[src/rtl/mc_pkg.sv]
package mc_pkg;

  typedef enum logic [1:0] {
    MODE_REAL   = 2'b00,
    MODE_PROT   = 2'b01,
    MODE_COMPAT = 2'b10,
    MODE_LONG64 = 2'b11
  } mode_e;

  typedef struct packed {
    logic pe;  // protection on
    logic pg;  // paging on
    logic ae;  // address extension on
    logic le;  // long mode armed
  } ctl_bits_t;

endpackage

[src/rtl/mc_next_state.sv]
module mc_next_state
  import mc_pkg::*;
(
  input  ctl_bits_t cur,
  input  logic      prim_wr,
  input  logic      prim_pe,
  input  logic      prim_pg,
  input  logic      sec_wr,
  input  logic      sec_ae,
  input  logic      feat_wr,
  input  logic      feat_le,
  output ctl_bits_t nxt,
  output logic      fault
);

  logic f_prot, f_ext, f_lock;

  // Merge every strobe of the cycle first; the checks judge the result.
  always_comb begin
    nxt    = cur;
    if (prim_wr) begin
      nxt.pe = prim_pe;
      nxt.pg = prim_pg;
    end
    if (sec_wr)  nxt.ae = sec_ae;
    if (feat_wr) nxt.le = feat_le;
  end

  always_comb begin
    f_prot = nxt.pg && !nxt.pe;
    f_ext  = nxt.le && !nxt.ae;
    f_lock = (nxt.le != cur.le) && (cur.pg || nxt.pg);
    fault  = f_prot || f_ext || f_lock;
  end

endmodule

[src/rtl/mc_long_track.sv]
module mc_long_track (
  input  logic clk,
  input  logic rst_n,
  input  logic upd,
  input  logic nxt_pg,
  input  logic nxt_le,
  input  logic cs_load,
  input  logic cs_desc_long,
  output logic long_act,
  output logic cs_long
);

  logic act_n;

  always_comb act_n = nxt_pg && nxt_le;

  always_ff @(posedge clk) begin
    if (!rst_n) begin
      long_act <= 1'b0;
      cs_long  <= 1'b0;
    end else if (upd) begin
      long_act <= act_n;
      if (!act_n || !long_act) cs_long <= 1'b0;
      else if (cs_load)        cs_long <= cs_desc_long;
    end
  end

  AST_ENTRY_IS_COMPAT: assert property (@(posedge clk) disable iff (!rst_n)
    $rose(long_act) |-> !cs_long);

  AST_CS_LONG_NEEDS_ACT: assert property (@(posedge clk) disable iff (!rst_n)
    cs_long |-> long_act);

endmodule

[src/rtl/mc_mode_enc.sv]
module mc_mode_enc
  import mc_pkg::*;
(
  input  logic  pe,
  input  logic  long_act,
  input  logic  cs_long,
  output mode_e mode
);

  always_comb begin
    if (!pe)           mode = MODE_REAL;
    else if (!long_act) mode = MODE_PROT;
    else if (cs_long)  mode = MODE_LONG64;
    else               mode = MODE_COMPAT;
  end

endmodule

[src/rtl/mc_mode_seq.sv]
module mc_mode_seq
  import mc_pkg::*;
#(
  parameter int CTL_W  = 32,
  parameter int FEAT_W = 32,
  parameter int PE_POS = 0,
  parameter int PG_POS = 31,
  parameter int AE_POS = 5,
  parameter int LE_POS = 8
) (
  input  logic              clk,
  input  logic              rst_n,
  input  logic              prim_wr,
  input  logic [CTL_W-1:0]  prim_wdata,
  input  logic              sec_wr,
  input  logic [CTL_W-1:0]  sec_wdata,
  input  logic              feat_wr,
  input  logic [FEAT_W-1:0] feat_wdata,
  input  logic              cs_load,
  input  logic              cs_desc_long,
  output logic [1:0]        mode_o,
  output logic              prot_en_o,
  output logic              page_en_o,
  output logic              addr_ext_o,
  output logic              long_en_o,
  output logic              long_act_o,
  output logic              gp_fault_o
);

  ctl_bits_t cur_q, nxt;
  logic      fault, fault_q;
  logic      long_act, cs_long;
  mode_e     mode;

  mc_next_state u_next (
    .cur     (cur_q),
    .prim_wr (prim_wr),
    .prim_pe (prim_wdata[PE_POS]),
    .prim_pg (prim_wdata[PG_POS]),
    .sec_wr  (sec_wr),
    .sec_ae  (sec_wdata[AE_POS]),
    .feat_wr (feat_wr),
    .feat_le (feat_wdata[LE_POS]),
    .nxt     (nxt),
    .fault   (fault)
  );

  always_ff @(posedge clk) begin
    if (!rst_n) begin
      cur_q   <= '0;
      fault_q <= 1'b0;
    end else begin
      fault_q <= fault;
      if (!fault) cur_q <= nxt;
    end
  end

  mc_long_track u_long (
    .clk          (clk),
    .rst_n        (rst_n),
    .upd          (!fault),
    .nxt_pg       (nxt.pg),
    .nxt_le       (nxt.le),
    .cs_load      (cs_load),
    .cs_desc_long (cs_desc_long),
    .long_act     (long_act),
    .cs_long      (cs_long)
  );

  mc_mode_enc u_enc (
    .pe       (cur_q.pe),
    .long_act (long_act),
    .cs_long  (cs_long),
    .mode     (mode)
  );

  assign mode_o     = mode;
  assign prot_en_o  = cur_q.pe;
  assign page_en_o  = cur_q.pg;
  assign addr_ext_o = cur_q.ae;
  assign long_en_o  = cur_q.le;
  assign long_act_o = long_act;
  assign gp_fault_o = fault_q;

  AST_FAULT_NEEDS_WRITE: assert property (@(posedge clk) disable iff (!rst_n)
    gp_fault_o |-> $past(prim_wr || sec_wr || feat_wr));

  AST_FAULT_FREEZE: assert property (@(posedge clk) disable iff (!rst_n)
    gp_fault_o |-> (cur_q == $past(cur_q)));

  AST_LONG_EN_NEEDS_EXT: assert property (@(posedge clk) disable iff (!rst_n)
    long_en_o |-> addr_ext_o);

  AST_PAGE_NEEDS_PROT: assert property (@(posedge clk) disable iff (!rst_n)
    page_en_o |-> prot_en_o);

  AST_ACT_FOLLOWS_PAGE: assert property (@(posedge clk) disable iff (!rst_n)
    long_act_o == (page_en_o && long_en_o));

  AST_REAL_WITHOUT_PROT: assert property (@(posedge clk) disable iff (!rst_n)
    !prot_en_o |-> (mode_o == 2'b00));

  AST_WIDE_NEEDS_ACT: assert property (@(posedge clk) disable iff (!rst_n)
    mode_o[1] |-> long_act_o);

endmodule

[config.mk]
export PLATFORM = sky130hd
export DESIGN_NAME = mc_mode_seq
export DESIGN_NICKNAME = d
export VERILOG_FILES = /design/src/rtl/mc_pkg.sv /design/src/rtl/mc_next_state.sv /design/src/rtl/mc_long_track.sv /design/src/rtl/mc_mode_enc.sv /design/src/rtl/mc_mode_seq.sv
export SDC_FILE = /design/constraint.sdc
export NUM_CORES = 1
export LEC_CHECK = 0
export BUFFER_PORTS_ARGS = -buffer_cell sky130_fd_sc_hd__buf_2
export CORE_UTILIZATION = 22
export CTS_CLUSTER_DIAMETER = 50
export DETAILED_ROUTE_END_ITERATION = 10
export PLACE_DENSITY = 0.82
export REMOVE_ABC_BUFFERS = 1
export SYNTH_ARGS = -nofsm -noshare
export SYNTH_HDL_FRONTEND = slang
export SYNTH_SLANG_ARGS = --single-unit
export TNS_END_PERCENT = 20
[constraint.sdc]
create_clock -name clk -period 3.6 [get_ports clk]
set_input_delay 0.18 -clock clk [delete_from_list [all_inputs] [get_ports clk]]
set_output_delay 0.18 -clock clk [all_outputs]
set_load 0.05 [all_outputs]
==> qor.txt <==
status - complete, no violations
hold_sp - sec_wdata[5]
Root Buffer - clkbuf_4
Power Density - 392.3 mW/mm²
# diodes - 0
Critical Path AT - 1.54 ns
Die W - 46.23 µm
die area - 0.002137 mm²
crit path cell chain - mux2_4 > o22a_4 > and4_4 > o221a_1
Net Sw Power - 0.07745 mW
Final Power - 0.2253 mW
# Max-Cap Violations - 0
sequential share of power - 38.4%
Synth warnings - 0
critical-path maximum fanout - 7
area occupied by registers - 140.1 µm²
I/O pin total - 111
Hold Vio Cnt, Final - 0
Crit Path Category - register to register
initial DRC count - 8
count of final setup violators - 0
skew final - 0.0005375 ns
pin count of the biggest net entering global routing - 9
Syn Inst Count - 51
WL final - 1.039 mm
Resized Gates After CTS - 0
fill cell count - 201
Port Buffers - 18
setup TNS - 0 ns
clk slew on worst S/H paths - 0.05 ns
worst-margin pin slew - 0.3509 ns
first-pass GRT wire length - 1.697 mm
hold path depth - 3
H-tree depth reported by CTS - 1
final worst slack - 2.205 ns
Area contributors post-synth - dfxtp_1, a31oi_1, mux2i_1
vias in the first global route - 406
delay-heaviest family, CP - compound AO/OA/AOI/OAI gates
Crit path required time - 3.75 ns
DR WL/cell - 10.71 µm
total track usage - 11.92%
post-synth top area share - 32.56%
GRT Residual Overflow - 0
CTS hold repair buffers - 0
Worst path max stage delay - 0.32 ns
DR vias - 461
post-synthesis sequential area ratio - 32.56%
top_reg_cell synth - dfxtp_1
core footprint - 0.001783 mm²
Comb power frac - 28.3%
TritonRoute pass-1 iters - 4
worst skew pair latency - 0.26 ns
clock sinks - 7
Clock Tree Buf Depth - 2
Reg2Reg Setup Slack - 2.20 ns
kind of end point of the critical path - register
Switching Fraction - 34.38%
P_int - 0.1479 mW
Initial Utilization - 24.14%
Hold EP - addr_ext_o
ratio of cells with drive above 1 in the final layout - 36.11%
Critical R2R Capture - u_long.cs_long
slowest library cell on the worst path - dfxtp_1
maximum vdd drop - 0.1896 mV
initial antenna violation count - 0
CTS tree - done
Multi-input gate area - 267.8 µm²
R2R cell count - 4
final worst path period share - 38.76%
site row count - 15
antenna viol nets, final - 0
leakage - 0.2637 nW
synth-to-layout area growth - 33.43%
Die Ht - 46.23 µm
post-DP HPWL - 817.8 µm
Seq cells post-synth - 7
number of flops mapped to enable cells by yosys - 0
cell area after synthesis - 430.4 µm²
Max-slew headroom - 75.94%
Final Max Slew Viols - 0
pre-CTS worst setup slack - 2.191 ns
critical path launch point type - register
clock network fraction of design power - 33.3%
Post-synth top cells - dfxtp_1, nand2_1, a31oi_1, inv_1
postcts setup bufs - 0
class of the worst hold path - input port to register
area leader, netlist - dfxtp_1
reg2reg start - addr_ext_o
average cell area after synthesis - 8.439 µm²
async set-reset flop share out of synthesis - 0%
worst path buffer plus inverter count - 0
post-placement cell area - 548.0 µm²
Fmax - 716.7 MHz
design area - 574.3 µm²
Via density - 4.753
Num CTS Buffers - 3
post-synthesis cell type count - 24
Placer Congestion - 0.7363
RSZ-0062 raised after global routing - no
Hold WS - 0.1795 ns
final net count - 176
DRC Markers - 0
minimum clock period - 1.395 ns
[metal layers]
layer	wire [µm]	GRT usage [%]	up-vias
li1	-	-	230
met1	470	13.58	211
met2	473	18.31	20
met3	95	8.235	0
met4	0	2.353	0
met5	0	0	-
[tightest hold or removal path, delay by kind of cell]
kind | cells | cell delay [ns]
buf+inv | 1 | 0.10
mux | 1 | 0.06
simple gates | 1 | 0.05
[stage by stage]
stage / utilization [%] / cells
5_1_grt: 32.21 / 97
2_1_floorplan: - / 50
4_1_cts: 32.21 / 97
6_report: 32.21 / 97
3_5_place_dp: 30.74 / 93
3_3_place_gp: 30.74 / 93
[sequential cells by signal, indices dropped and copies added (netlist names)]
name and cells:
u_long.long_act 1, long_en_o 1, page_en_o 1, u_long.cs_long 1
prot_en_o 1, addr_ext_o 1, gp_fault_o 1
[worst max path at each step]
stage	from	to	slack, ns	cells after the start
floorplan	prot_en_o	mode_o[0]	1.87	2
global placement	sec_wr	u_long.cs_long	2.22	5
detailed placement	sec_wr	u_long.cs_long	2.19	5
CTS	addr_ext_o	u_long.cs_long	2.20	4
global route	page_en_o	u_long.cs_long	2.14	4
finish	addr_ext_o	u_long.cs_long	2.20	4
[final cells by class]
type                    count  share of cell area (%)
flip-flops and latches      7                   24.40
repair buffers             18                   15.69
clock buffers               4                   4.575
multi-input cells          38                   46.62
well taps                  25                   5.447
inverters                   5                   3.268
[power by group through the flow]
| stage | Combinational, mW | Clock (mW) | Sequential [mW] |
|---|---|---|---|
| global placement | 0.0620 | 0 | 0.0879 |
| detailed placement | 0.0635 | 0 | 0.0883 |
| CTS | 0.0637 | 0.0776 | 0.0865 |
| floorplan | 0.0296 | 0 | 0.103 |
| finish | 0.0638 | 0.0750 | 0.0865 |
| global route | 0.0695 | 0.0838 | 0.0871 |
[logic make-up (layout without fill, tap and decap cells)]
| logic type | count (synthesis) | after routing | synth area share, % |
|---|---|---|---|
| and+or+nand+nor | 17 | 17 | 22.39 |
| DFF | 7 | 7 | 32.56 |
| muxes | 4 | 4 | 10.46 |
| AOI/OAI and AO/OA | 17 | 17 | 29.36 |
| buffers and inverters | 6 | 27 | 5.232 |
[placed cells by master (no fill, tap or decap), types with 2 or more instances in the layout]
cell type and instances:
a21oi_1 2, a31oi_1 5, buf_2 18, clkbuf_4 3
dfxtp_1 7, inv_1 5, mux2i_1 3, nand2_1 7
nand3b_1 2, o21a_1 2, o21ai_0 3
Note: power is estimated with default switching activity, not from simulation.
